==> src/rtl/irq_bank_pkg.sv <==
package irq_bank_pkg;
    localparam int REG_ADDR_W = 4;

    typedef enum logic [REG_ADDR_W-1:0] {
        REG_SUMMARY   = 4'd0,
        REG_PEND_LO   = 4'd1,
        REG_PEND_HI   = 4'd2,
        REG_FAST_CTL  = 4'd3,
        REG_SET_LO    = 4'd4,
        REG_SET_HI    = 4'd5,
        REG_SET_BASIC = 4'd6,
        REG_CLR_LO    = 4'd7,
        REG_CLR_HI    = 4'd8,
        REG_CLR_BASIC = 4'd9
    } reg_addr_e;
endpackage

==> src/rtl/irq_enable_regs.sv <==
module irq_enable_regs
    import irq_bank_pkg::*;
#(
    parameter int WIDE_W  = 32,
    parameter int BASIC_W = 8,
    parameter int DATA_W  = 32
) (
    input  logic                  clk,
    input  logic                  rst_n,
    input  logic                  wr_en,
    input  logic [REG_ADDR_W-1:0] addr,
    input  logic [DATA_W-1:0]     wdata,
    output logic [WIDE_W-1:0]     en_lo,
    output logic [WIDE_W-1:0]     en_hi,
    output logic [BASIC_W-1:0]    en_basic,
    output logic [DATA_W-1:0]     fast_ctl
);
    typedef struct packed {
        logic [WIDE_W-1:0]  lo;
        logic [WIDE_W-1:0]  hi;
        logic [BASIC_W-1:0] basic;
        logic [DATA_W-1:0]  fast;
    } en_state_t;

    en_state_t st_d, st_q;

    always_comb begin
        st_d = st_q;
        if (wr_en) begin
            case (reg_addr_e'(addr))
                REG_SET_LO:    st_d.lo    = st_q.lo | wdata[WIDE_W-1:0];
                REG_SET_HI:    st_d.hi    = st_q.hi | wdata[WIDE_W-1:0];
                REG_SET_BASIC: st_d.basic = st_q.basic | wdata[BASIC_W-1:0];
                REG_CLR_LO:    st_d.lo    = st_q.lo & ~wdata[WIDE_W-1:0];
                REG_CLR_HI:    st_d.hi    = st_q.hi & ~wdata[WIDE_W-1:0];
                REG_CLR_BASIC: st_d.basic = st_q.basic & ~wdata[BASIC_W-1:0];
                REG_FAST_CTL:  st_d.fast  = wdata;
                default:       st_d = st_q;
            endcase
        end
    end

    always_ff @(posedge clk or negedge rst_n) begin
        if (!rst_n) begin
            st_q <= '0;
        end else begin
            st_q <= st_d;
        end
    end

    assign en_lo    = st_q.lo;
    assign en_hi    = st_q.hi;
    assign en_basic = st_q.basic;
    assign fast_ctl = st_q.fast;
endmodule

==> src/rtl/irq_first_set.sv <==
module irq_first_set #(
    parameter int W     = 32,
    parameter int IDX_W = (W > 1) ? $clog2(W) : 1
) (
    input  logic [W-1:0]     vec,
    output logic             found,
    output logic [IDX_W-1:0] idx
);
    always_comb begin
        idx = '0;
        for (int i = W - 1; i >= 0; i--) begin
            if (vec[i]) begin
                idx = IDX_W'(i);
            end
        end
    end

    assign found = |vec;
endmodule

==> src/rtl/irq_bank_ctrl.sv <==
module irq_bank_ctrl
    import irq_bank_pkg::*;
#(
    parameter int WIDE_W  = 32,
    parameter int BASIC_W = 8,
    parameter int DATA_W  = 32,
    localparam int NSRC       = 2 * WIDE_W + BASIC_W,
    localparam int NUM_W      = $clog2(NSRC),
    localparam int HI_BASE    = WIDE_W,
    localparam int BASIC_BASE = 2 * WIDE_W
) (
    input  logic                  clk,
    input  logic                  rst_n,
    input  logic [NSRC-1:0]       irq_src_i,
    input  logic                  bus_sel_i,
    input  logic                  bus_we_i,
    input  logic [REG_ADDR_W-1:0] bus_addr_i,
    input  logic [DATA_W-1:0]     bus_wdata_i,
    output logic [DATA_W-1:0]     bus_rdata_o,
    output logic                  irq_o,
    output logic [NUM_W-1:0]      irq_num_o,
    output logic                  irq_valid_o
);
    localparam int WIDX_W = $clog2(WIDE_W);
    localparam int BIDX_W = (BASIC_W > 1) ? $clog2(BASIC_W) : 1;

    typedef struct packed {
        logic [DATA_W-1:0] rdata;
        logic              irq;
        logic [NUM_W-1:0]  num;
        logic              valid;
    } out_state_t;

    out_state_t st_d, st_q;

    logic [WIDE_W-1:0]  en_lo, en_hi;
    logic [BASIC_W-1:0] en_basic;
    logic [DATA_W-1:0]  fast_ctl;
    logic [WIDE_W-1:0]  pend_lo, pend_hi;
    logic [BASIC_W-1:0] pend_basic;
    logic               f_lo, f_hi, f_basic;
    logic [WIDX_W-1:0]  idx_lo, idx_hi;
    logic [BIDX_W-1:0]  idx_basic;
    logic [DATA_W-1:0]  summary_word, rd_word;

    irq_enable_regs #(
        .WIDE_W (WIDE_W),
        .BASIC_W(BASIC_W),
        .DATA_W (DATA_W)
    ) u_en (
        .clk     (clk),
        .rst_n   (rst_n),
        .wr_en   (bus_sel_i & bus_we_i),
        .addr    (bus_addr_i),
        .wdata   (bus_wdata_i),
        .en_lo   (en_lo),
        .en_hi   (en_hi),
        .en_basic(en_basic),
        .fast_ctl(fast_ctl)
    );

    assign pend_lo    = irq_src_i[WIDE_W-1:0] & en_lo;
    assign pend_hi    = irq_src_i[2*WIDE_W-1:WIDE_W] & en_hi;
    assign pend_basic = irq_src_i[NSRC-1:BASIC_BASE] & en_basic;

    irq_first_set #(.W(WIDE_W), .IDX_W(WIDX_W)) u_pick_lo (
        .vec(pend_lo), .found(f_lo), .idx(idx_lo)
    );
    irq_first_set #(.W(WIDE_W), .IDX_W(WIDX_W)) u_pick_hi (
        .vec(pend_hi), .found(f_hi), .idx(idx_hi)
    );
    irq_first_set #(.W(BASIC_W), .IDX_W(BIDX_W)) u_pick_basic (
        .vec(pend_basic), .found(f_basic), .idx(idx_basic)
    );

    assign summary_word = DATA_W'({(pend_hi != '0), (pend_lo != '0), pend_basic});

    always_comb begin
        case (reg_addr_e'(bus_addr_i))
            REG_SUMMARY:                rd_word = summary_word;
            REG_PEND_LO:                rd_word = DATA_W'(pend_lo);
            REG_PEND_HI:                rd_word = DATA_W'(pend_hi);
            REG_FAST_CTL:               rd_word = fast_ctl;
            REG_SET_LO, REG_CLR_LO:     rd_word = DATA_W'(en_lo);
            REG_SET_HI, REG_CLR_HI:     rd_word = DATA_W'(en_hi);
            REG_SET_BASIC, REG_CLR_BASIC: rd_word = DATA_W'(en_basic);
            default:                    rd_word = '0;
        endcase
    end

    always_comb begin
        st_d = st_q;
        if (bus_sel_i && !bus_we_i) begin
            st_d.rdata = rd_word;
        end
        st_d.irq = (|pend_lo) | (|pend_hi) | (|pend_basic);
        if (f_basic) begin
            st_d.valid = 1'b1;
            st_d.num   = NUM_W'(BASIC_BASE) + NUM_W'(idx_basic);
        end else if (f_lo) begin
            st_d.valid = 1'b1;
            st_d.num   = NUM_W'(idx_lo);
        end else if (f_hi) begin
            st_d.valid = 1'b1;
            st_d.num   = NUM_W'(HI_BASE) + NUM_W'(idx_hi);
        end else begin
            st_d.valid = 1'b0;
            st_d.num   = '0;
        end
    end

    always_ff @(posedge clk or negedge rst_n) begin
        if (!rst_n) begin
            st_q <= '0;
        end else begin
            st_q <= st_d;
        end
    end

    assign bus_rdata_o = st_q.rdata;
    assign irq_o       = st_q.irq;
    assign irq_num_o   = st_q.num;
    assign irq_valid_o = st_q.valid;
endmodule

==> config.mk <==
export PLATFORM = sky130hd
export DESIGN_NAME = irq_bank_ctrl
export DESIGN_NICKNAME = d
export VERILOG_FILES = /design/src/rtl/irq_bank_pkg.sv /design/src/rtl/irq_enable_regs.sv /design/src/rtl/irq_first_set.sv /design/src/rtl/irq_bank_ctrl.sv
export SDC_FILE = /design/constraint.sdc
export NUM_CORES = 1
export LEC_CHECK = 0
export CAP_MARGIN = 40
export CORE_MARGIN = 5
export CORE_UTILIZATION = 30
export DETAILED_ROUTE_END_ITERATION = 6
export GPL_TIMING_DRIVEN = 1
export PLACE_DENSITY = 0.62
export SYNTH_ARGS = -nofsm -noshare
export SYNTH_HDL_FRONTEND = slang
export SYNTH_HIERARCHICAL = 1
export SYNTH_SLANG_ARGS = --single-unit
export TNS_END_PERCENT = 100
==> constraint.sdc <==
create_clock -name clk -period 2.5 [get_ports clk]
set_clock_uncertainty 0.1 [all_clocks]
set_input_delay 0.25 -clock clk [delete_from_list [all_inputs] [get_ports clk]]
set_output_delay 0.25 -clock clk [all_outputs]
set_load 0.1 [all_outputs]
Word level (Yosys, flattened, before mapping)
Index checks and enable logic that the tools add are counted.
Widths: inputs -> output; s select.

cells by class
  bitwise logic cells = 14
  equal/unequal tests = 9
  mux-type cells = 79
  add/subtract/negate cells = 2
  reduce and logical (&&, ||, !) cells = 18

operators by type and width
  kind                 count
  $mux 5               64
  $pmux 32 s7          1
  $and 32x32->32       4
  $pmux 32 s2          2
  $or 32x32->32        2
  $reduce_bool 32->1   2
  $reduce_or 32->1     2
  $not 32->32          1
  $mux 3               8
  $mux 8               3
  $and 8x8->8          2
  $eq 4x3->1 const B   4
  $pmux 8 s2           1
  $eq 4x2->1 const B   2
  $eq 4x4->1 const B   2
  $not 8->8            1
  $or 8x8->8           1
  $reduce_and 2->1     4
  $reduce_or 8->1      1
  $add 6x5->7 const A  1
  $add 7x3->7 const A  1
  $reduce_bool 2->1    3
  $reduce_or 2->1      3
  $eq 4x1->1 const B   1
  other kinds (5)      6

word-level totals
  output and inout bits = 41
  register bits after elaboration = 145
  input bits = 112

Logic depth before layout (Yosys ltp)
Gate-level depths: netlist of run 1.

  word-level depth = 37
  mapped depth = 8
  gate-level depth less buffers = 8

Modules after synthesis
The synthesis of run 1 kept the hierarchy.

modules (own cells, without submodules)
  module                          cells each  area each (um^2)  instances  seq. area each (um^2)
  irq_enable_regs                 327         4362.9            1          2602.5
  irq_bank_ctrl                   443         3443.3            1          1026.0
  irq_first_set at u_pick_hi ...  65          385.4             2          0.0
  irq_first_set at u_pick_basic   13          81.3              1          0.0

Least setup slack after synthesis of run 1
OpenSTA, ideal clock, no wires.

  path kind = flip-flop to flip-flop
  start point = register with a tool-made name
  end point = register st_q (netlist bit irq_o)
  path slack = -0.054 ns
  period minus slack after synthesis = 2.554 ns
  buffers on the path = 0
  data arrival time = 2.323 ns
  setup time = 0.131 ns
  stages on the path, launching flop included = 6
  data required time = 2.269 ns
  cell sequence = dfrtp_1 and2_1 or4_1 or4_1 or4_1 or3_1

RTL lines
  item                  line                  text
  end signal, assigned  irq_bank_ctrl.sv:116  st_q <= st_d;
  end, declared         irq_bank_ctrl.sv:34   out_state_t st_d, st_q;

==> flow_summary.toml, run 1 <==
[sta]
worst_slack_ns = -0.178
whs_ns = 0.273
drv_slew = 0
finalCritPeriodShare_pct = 107
rsz0062_at_grt = "true"
setup_viol = 3
hold_viol_final = 0
fmax_mhz = 373
fin_crit_ns = 2.68
tightest_slew_ns = 0.572
slew_headroom_pct = 60.9

[place]
dp_hpwl_um = 25100
io_buffers = 152
gp_congestion = 0.968
place_ws_ns = -0.502
post-place-cells = 1547

[synthesis]
async_flop_share_pct = 100
yosysSeqAreaShare_pct = 41.9
postSynthCellCount = 913
synth.net_count = 1025
syn_area_mm2 = 0.00866
synth_cell_type_count = 62
synth_common_cells = "145 x dfrtp_1, 121 x and2_1, 74 x a31oi_1"
synth-main-ff-cell = "dfrtp_1"
synth_edf_count = 0
synth_top_area_share_pct = 41.9
syn_avg_cell_area_um2 = 9.48
synth_most_common_cell = "dfrtp_1"
netlist_top_cells_area = "dfrtp_1 42%, and2_1 8.7%, a31oi_1 5.3%"
yosysTopAreaCell = "dfrtp_1"
ys_ff_latch = 145
ys_warn_count = 6

[pwr]
ir_worst_vdd_mv = 0.426
power.density_mw_per_mm2 = 765
p_leak_nw = 5.33

[die]
io_pins = 153
initial_utilization_pct = 30.2
coreArea_mm2 = 0.0286
die_w_um = 180
dieHeight_um = 180
die_area_mm2 = 0.0324
rows = 62

[grt]
first_global_vias = 8708
grt-ovfl-total = 0
grt_max_degree = 55
antenna_found_initial = 0
grt_pass1_wl_um = 51400
grtUsageTotal_pct = 20.1

[critical_path]
endpoint_kind = "flop"
crit_path_start_kind = "flop"
cp.required_ns = 2.70
cp.arrival_ns = 2.88
critPathKind = "flop to flop"
worstPathMaxFanout = 2

[clock_network]
cts_root_buf = "clkbuf_16"
clk_pin_slew_ns = 0.07
cts_num_sinks = 145
clkLatencyLatePin_ns = 0.43
clockBufferDepth = 2
cts_tree = "done"
h-tree-depth = 4
numCtsBuffers = 17

[detailed_routing]
vias = 8645
dr.pass1.iters = 7
drt_wl_total_um = 33500
ant_nets = 0
route.detailed.drc = 0
vias_per_cell = 5.45
drt_iter0_markers = 738
wl_per_cell_um = 21.1

[final_layout]
num_antenna_cells = 0
drive_above_1_share_pct = 27.0
fin_cells = 1587
nets = 1302
syn_to_final_growth_pct = 44.0

[min_path]
hold_class = "input port to asynchronous set/reset pin"

[run_status]
violations = "setup timing"
status = "finished, violations left"

[flow_run]
cap_violations = 0
[routing by layer]
layer / part of all wire [%] / global-route usage (%) / vias to the layer above
met5: 0 / 0 / -
met4: 2.0 / 6.89 / 0
met3: 6.9 / 3.90 / 39
met2: 47 / 31.7 / 367
met1: 44 / 27.8 / 4234
li1: - / - / 4005
[cells in the final DEF (no fill, tap or decap), types with 17 or more instances in the layout]
cell type / instances
mux2_2: 35
nand3_1: 28
a21oi_1: 33
buf_4: 192
clkdlybuf4s50_1: 110
dfrtp_1: 145
nor2_1: 28
mux2_1: 29
o21ai_1: 29
nand2_1: 44
o21ai_0: 34
a22o_1: 28
and2_1: 111
clkbuf_16: 17
or4_1: 17
a31oi_1: 74
o211ai_1: 32
[through the flow]
stage                     utilization (%)  TNS, ns  instance area [µm²]  power, mW
after detailed placement             40.8    -3.23                11700       6.64
after global routing                 43.6   -0.612                12500       9.99
after CTS                            43.2   -0.375                12400       9.50
after floorplan                         -        0                 8670       5.09
after global placement               40.8    -2.87                11700       6.59
final                                43.6   -0.399                12500       9.53
[critical path, stage by stage (launching register included)]
cell and delay, ns:
dfrtp_1 0.40, and2_4 0.17, or4_4 0.55, or4_4 0.45, or4_4 0.53, or3_1 0.35
[power breakdown]
part | switching, mW | internal, mW | leakage (nW)
combinational | 2.03 | 1.58 | 3.24
clock | 1.08 | 1.70 | 0.301
sequential | 0.301 | 2.84 | 1.80
total | 3.41 | 6.12 | 5.33
[path summary, 6_finish.rpt]
kind	startpoint	end	slack, ns	cells past startpoint
min reg2reg	u_en/fast_ctl[23]	u_en/fast_ctl[23]	0.39	1
max in group asynchronous	rst_n	bus_rdata_o[24]	1.37	3
min in group clk	u_en/fast_ctl[23]	u_en/fast_ctl[23]	0.39	1
max	flop	irq_o	-0.18	5
min	rst_n	bus_rdata_o[7]	0.27	2
max reg2reg	flop	irq_o	-0.18	5
[layout make-up]
cell class                      count  area [µm²]
Clock inverter                     12         180
Inverter                           15        56.3
Timing Repair Buffer              318        2840
Sequential cell                   145        3630
Tap cell                          384         480
Clock buffer                       20         447
Fill cell                        2758       16200
Multi-Input combinational cell    693        4840
[kinds of logic (layout without fill, tap and decap cells)]
| family | count (synthesis) | after routing | synth area share [%] |
|---|---|---|---|
| buffers and inverters | 75 | 365 | 4.02 |
| xor gates and xnor gates | 2 | 2 | 0.202 |
| and+or+nand+nor | 330 | 330 | 22.7 |
| AOI/OAI and AO/OA | 297 | 297 | 22.8 |
| DFF | 145 | 145 | 41.9 |
| muxes | 64 | 64 | 8.32 |
[what timing repair did]
item                                    in CTS  in global routing
endpoints found under the hold margin       51                  0
pin swaps                                    7                  7
hold buffers                                 1                  0
setup buffers                                3                  4
gates resized for setup                     10                 17
endpoints found under the setup margin       6                 10
No activity file was read; power rests on OpenSTA's default activity.
==> run 2: changes to the inputs <==
--- a/config.mk
+++ b/config.mk
@@ -9,7 +9,7 @@
 export CORE_MARGIN = 5
 export CORE_UTILIZATION = 30
 export DETAILED_ROUTE_END_ITERATION = 6
-export GPL_TIMING_DRIVEN = 1
+export GPL_TIMING_DRIVEN = 0
 export PLACE_DENSITY = 0.62
 export SYNTH_ARGS = -nofsm -noshare
 export SYNTH_HDL_FRONTEND = slang
==> flow_summary.toml, run 2 (synthesized netlist as in run 1, its figures left out) <==
[sta]
fin_crit_ns = 2.65
worst_slack_ns = -0.153
slew_headroom_pct = 50.6
tightest_slew_ns = 0.740
rsz0062_at_grt = "true"
finalCritPeriodShare_pct = 106
setup_viol = 3
drv_slew = 0
fmax_mhz = 377
hold_viol_final = 0

[die]
die_w_um = 180
rows = 62
coreArea_mm2 = 0.0286
io_pins = 153
dieHeight_um = 180
die_area_mm2 = 0.0324
initial_utilization_pct = 30.2

[detailed_routing]
ant_nets = 0
drt_iter0_markers = 759
wl_per_cell_um = 21.4
vias_per_cell = 5.46
route.detailed.drc = 0
vias = 8415
drt_wl_total_um = 33000
dr.pass1.iters = 6

[grt]
grt_pass1_wl_um = 50800
first_global_vias = 8356
grt-ovfl-total = 0
antenna_found_initial = 0
grtUsageTotal_pct = 20.0
grt_max_degree = 75

[place]
gp_congestion = 0.907
post-place-cells = 1492
place_ws_ns = -0.977
dp_hpwl_um = 24700
io_buffers = 152

[critical_path]
crit_path_start_kind = "flop"
cp.required_ns = 2.71
worstPathMaxFanout = 2
critPathKind = "flop to flop"
endpoint_kind = "flop"
cp.arrival_ns = 2.86

[clock_network]
numCtsBuffers = 17
clockBufferDepth = 2
h-tree-depth = 4
cts_tree = "done"
cts_root_buf = "clkbuf_16"
clkLatencyLatePin_ns = 0.43
cts_num_sinks = 145
clk_pin_slew_ns = 0.07

[final_layout]
final_cell_mix = "149 x clkdlybuf4s50_1, 145 x dfrtp_1, 102 x and2_1"
nets = 1255
num_antenna_cells = 0
fin_cells = 1540
drive_above_1_share_pct = 19.3
nFillCells = 2721
final_common_cell = "clkdlybuf4s50_1"
syn_to_final_growth_pct = 43.3

[run_status]
violations = "setup timing"
status = "finished, violations left"

[pwr]
power.density_mw_per_mm2 = 747
ir_worst_vdd_mv = 0.477
power.total_mw = 9.27
p_leak_nw = 5.08

[flow_run]
cap_violations = 0

[min_path]
hold_class = "input port to asynchronous set/reset pin"
## run 2: final timing paths
kind	start	to	slack (ns)	cells past startpoint
setup / recovery	flop	irq_o	-0.15	5
hold / removal	rst_n	irq_num_o[2]	0.31	2
setup reg to reg	flop	irq_o	-0.15	5
hold reg to reg	u_en/fast_ctl[23]	u_en/fast_ctl[23]	0.38	1
max in group asynchronous	rst_n	asynchronous set/reset pin	1.18	3
min in group clk	bus_wdata_i[13]	flop	0.38	2
## run 2: layout make-up
| class | count | area, µm² | area share [%] |
|---|---|---|---|
| multi-input cells | 693 | 4850 | 39.1 |
| flip-flops and latches | 145 | 3630 | 29.2 |
| repair buffers | 211 | 2490 | 20.1 |
| well taps | 384 | 480 | 3.87 |
| clock buffers | 19 | 443 | 3.57 |
| plain buffers | 60 | 318 | 2.56 |
| clock inverters | 13 | 139 | 1.12 |
| inverters | 15 | 56.3 | 0.454 |
## run 2: power by group
group / internal (mW) / switching [mW]
Sequential: 2.84 / 0.307
Clock: 1.49 / 1.07
Combinational: 1.56 / 2.00
Total: 5.89 / 3.38
## run 2: per-layer routing
layer	part of all wire, %	vias up	track usage [%]
li1	-	3914	-
met1	46	4122	28.8
met2	46	339	31.0
met3	5.5	40	3.01
met4	2.3	0	6.40
met5	0	-	0
## run 2: timing repair
| item | in CTS | in global routing |
|---|---|---|
| cloned | 0 | 0 |
| pin swaps | 4 | 7 |
| endpoints found under the setup margin | 39 | 40 |
| endpoints found under the hold margin | 71 | 0 |
| resized for setup | 42 | 40 |
| hold buffers | 1 | 0 |
| buffers inserted | 12 | 3 |
## run 2: worst max-delay path, stage by stage, from the launching register on
cell and delay [ns]:
dfrtp_1 0.38, and2_4 0.17, or4_4 0.52, or4_4 0.45, or4_4 0.52, or3_4 0.39
## run 2: through the flow
stage / area [µm²] / hold slack (ns) / setup TNS [ns] / utilization, %
after floorplan: 8670 / -0.146 / 0 / -
after global placement: 10700 / 0.368 / -786.94 / 37.3
after detailed placement: 11500 / 0.227 / -33.88 / 40.2
after CTS: 12300 / 0.341 / -1.54 / 43.0
after global routing: 12400 / 0.379 / -0.470 / 43.3
final: 12400 / 0.311 / -0.368 / 43.3
==> run 3: changes to the inputs <==
--- a/config.mk
+++ b/config.mk
@@ -5,9 +5,11 @@
 export SDC_FILE = /design/constraint.sdc
 export NUM_CORES = 1
 export LEC_CHECK = 0
+export ABC_CLOCK_PERIOD_IN_PS = 2500
 export CAP_MARGIN = 40
 export CORE_MARGIN = 5
 export CORE_UTILIZATION = 30
+export CTS_BUF_LIST = sky130_fd_sc_hd__clkbuf_4
 export DETAILED_ROUTE_END_ITERATION = 6
 export GPL_TIMING_DRIVEN = 0
 export PLACE_DENSITY = 0.62
==> flow_summary.toml, run 3 (synthesized netlist as in run 1, its figures left out) <==
[detailed_routing]
maxUsedRoutingLayer = "met4"
route.detailed.drc = 1
vias = 8489
wl_per_cell_um = 21.3
vias_per_cell = 5.49
dr.pass1.iters = 7
route.met3.wl_um = 2200
wl_met1_um = 15100
wl_met2_um = 15000
drt_iter0_markers = 876
ant_nets = 0
drt_wl_total_um = 33000

[final_layout]
syn_to_final_growth_pct = 39.8
final_area_mm2 = 0.0121
nets = 1259
drive_above_1_share_pct = 18.9
final_cell_mix = "151 x clkdlybuf4s50_1, 145 x dfrtp_1, 102 x and2_1"
final_common_cell = "clkdlybuf4s50_1"

[clock_network]
clk_pin_slew_ns = 0.14
cts_tree = "done"
clockBufferDepth = 2
numCtsBuffers = 17
cts_num_sinks = 145
clkLatencyLatePin_ns = 0.57
h-tree-depth = 4
cts_root_buf = "clkbuf_4"

[pwr]
power.density_mw_per_mm2 = 682
combPwrFrac_pct = 43.6
seq_power_share_pct = 37.9
p_int_mw = 5.01
ir_worst_vdd_mv = 0.252
p_leak_nw = 4.91
switching_share_pct = 39.3
clkPwrFrac_pct = 18.5
power.switching_mw = 3.25

[die]
die_w_um = 180
coreArea_mm2 = 0.0286
rows = 62
initial_utilization_pct = 30.2
die_area_mm2 = 0.0324
dieHeight_um = 180
io_pins = 153

[grt]
grtUsageTotal_pct = 19.8
first_global_vias = 8351
grt_max_degree = 75
antenna_found_initial = 1
grt_pass1_wl_um = 50400
grt-ovfl-total = 0

[place]
dp_hpwl_um = 24700
io_buffers = 152
place_ws_ns = -0.977
placed_area_mm2 = 0.0115
gp_congestion = 0.907

[sta]
setup_viol = 4
fin_crit_ns = 2.65
hold_viol_final = 0
rsz0062_at_grt = "true"
drv_slew = 0
worst_slack_ns = -0.150
slew_headroom_pct = 50.4
fmax_mhz = 377
tightest_slew_ns = 0.744
finalCritPeriodShare_pct = 106

[critical_path]
r2r_cells = 5
endpoint_kind = "flop"
reg2reg_slack_ns = -0.15
worstPathMaxFanout = 4
crit_path_start_kind = "flop"
timing.rr.end = "irq_o"
crit_path_end = "irq_o"
cp.arrival_ns = 3.01
cp.required_ns = 2.86
critPathKind = "flop to flop"

[min_path]
hold_class = "input port to asynchronous set/reset pin"

[flow_run]
cap_violations = 0

[run_status]
status = "finished, violations left"
violations = "DRC, setup timing"
## run 3: cell count changes in the layout (fill, tap and decap cells not counted), sizes merged
| cell | change |
|---|---|
| clkbuf | -3 |
| buf | +6 |
| clkinv | +1 |
| dlymetal6s2s | -2 |
| diode | +2 |
| clkdlybuf4s50 | +2 |
## run 3: power by group through the flow
stage | logic, mW | clock network (mW) | registers, mW
finish | 3.60 | 1.53 | 3.13
global route | 3.81 | 1.68 | 3.19
floorplan | 1.32 | 0 | 3.77
global placement | 2.89 | 0 | 3.17
CTS | 3.50 | 1.59 | 3.13
detailed placement | 3.34 | 0 | 3.18
## run 3: how the worst min path moves through the flow
| stage | start | endpoint | slack (ns) | cells past startpoint |
|---|---|---|---|---|
| 3_5_place_dp | rst_n | irq_num_o[6] | 0.23 | 1 |
| 2_1_floorplan | rst_n | bus_rdata_o[0] | -0.15 | 0 |
| 5_1_grt | bus_wdata_i[13] | flop | 0.19 | 2 |
| 6_report | rst_n | irq_num_o[2] | 0.16 | 2 |
| 4_1_cts | rst_n | bus_rdata_o[29] | 0.16 | 2 |
| 3_3_place_gp | u_en/fast_ctl[25] | u_en/fast_ctl[25] | 0.37 | 1 |
## run 3: final cells by class
cell class,count,area [µm²]
antenna,2,5.00
fill,2772,16500
timing repair buffer,216,2520
tap,384,480
buffer,59,302
multi-input combinational,693,4840
inverter,15,56.3
clock buffer,18,135
sequential,145,3630
clock inverter,14,143
## run 3: worst max-delay path, cell delays in order (launching register included)
cell     delay (ns)
dfrtp_1        0.42
and2_4         0.18
or4_1          0.50
or4_4          0.42
or4_4          0.58
or3_4          0.35
## run 3: per-layer routing
metal  global-route usage [%]  vias to the layer above
met2                     30.8                      390
met4                     5.70                        0
li1                         -                     3929
met3                     2.89                       33
met5                        0                        -
met1                     28.7                     4137
## run 3: timing repair
item                       CTS  global route
setup buffers               15             5
resized for setup           31            36
pin swaps                    7             5
setup endpoints to repair   40            36
hold buffers                 1             0
cloned                       0             0
hold endpoints to repair    71             0
## run 3: stage by stage
| stage | instances | setup TNS [ns] | hold slack, ns | total power, mW | util [%] |
|---|---|---|---|---|---|
| final | 1546 | -0.423 | 0.157 | 8.26 | 42.3 |
| after global routing | 1546 | -0.558 | 0.190 | 8.68 | 42.3 |
| after CTS | 1540 | -0.309 | 0.156 | 8.21 | 41.9 |
| after detailed placement | 1492 | -33.88 | 0.227 | 6.53 | 40.2 |
| after global placement | 1449 | -786.94 | 0.368 | 6.05 | 37.3 |
| after floorplan | 913 | 0 | -0.146 | 5.09 | - |
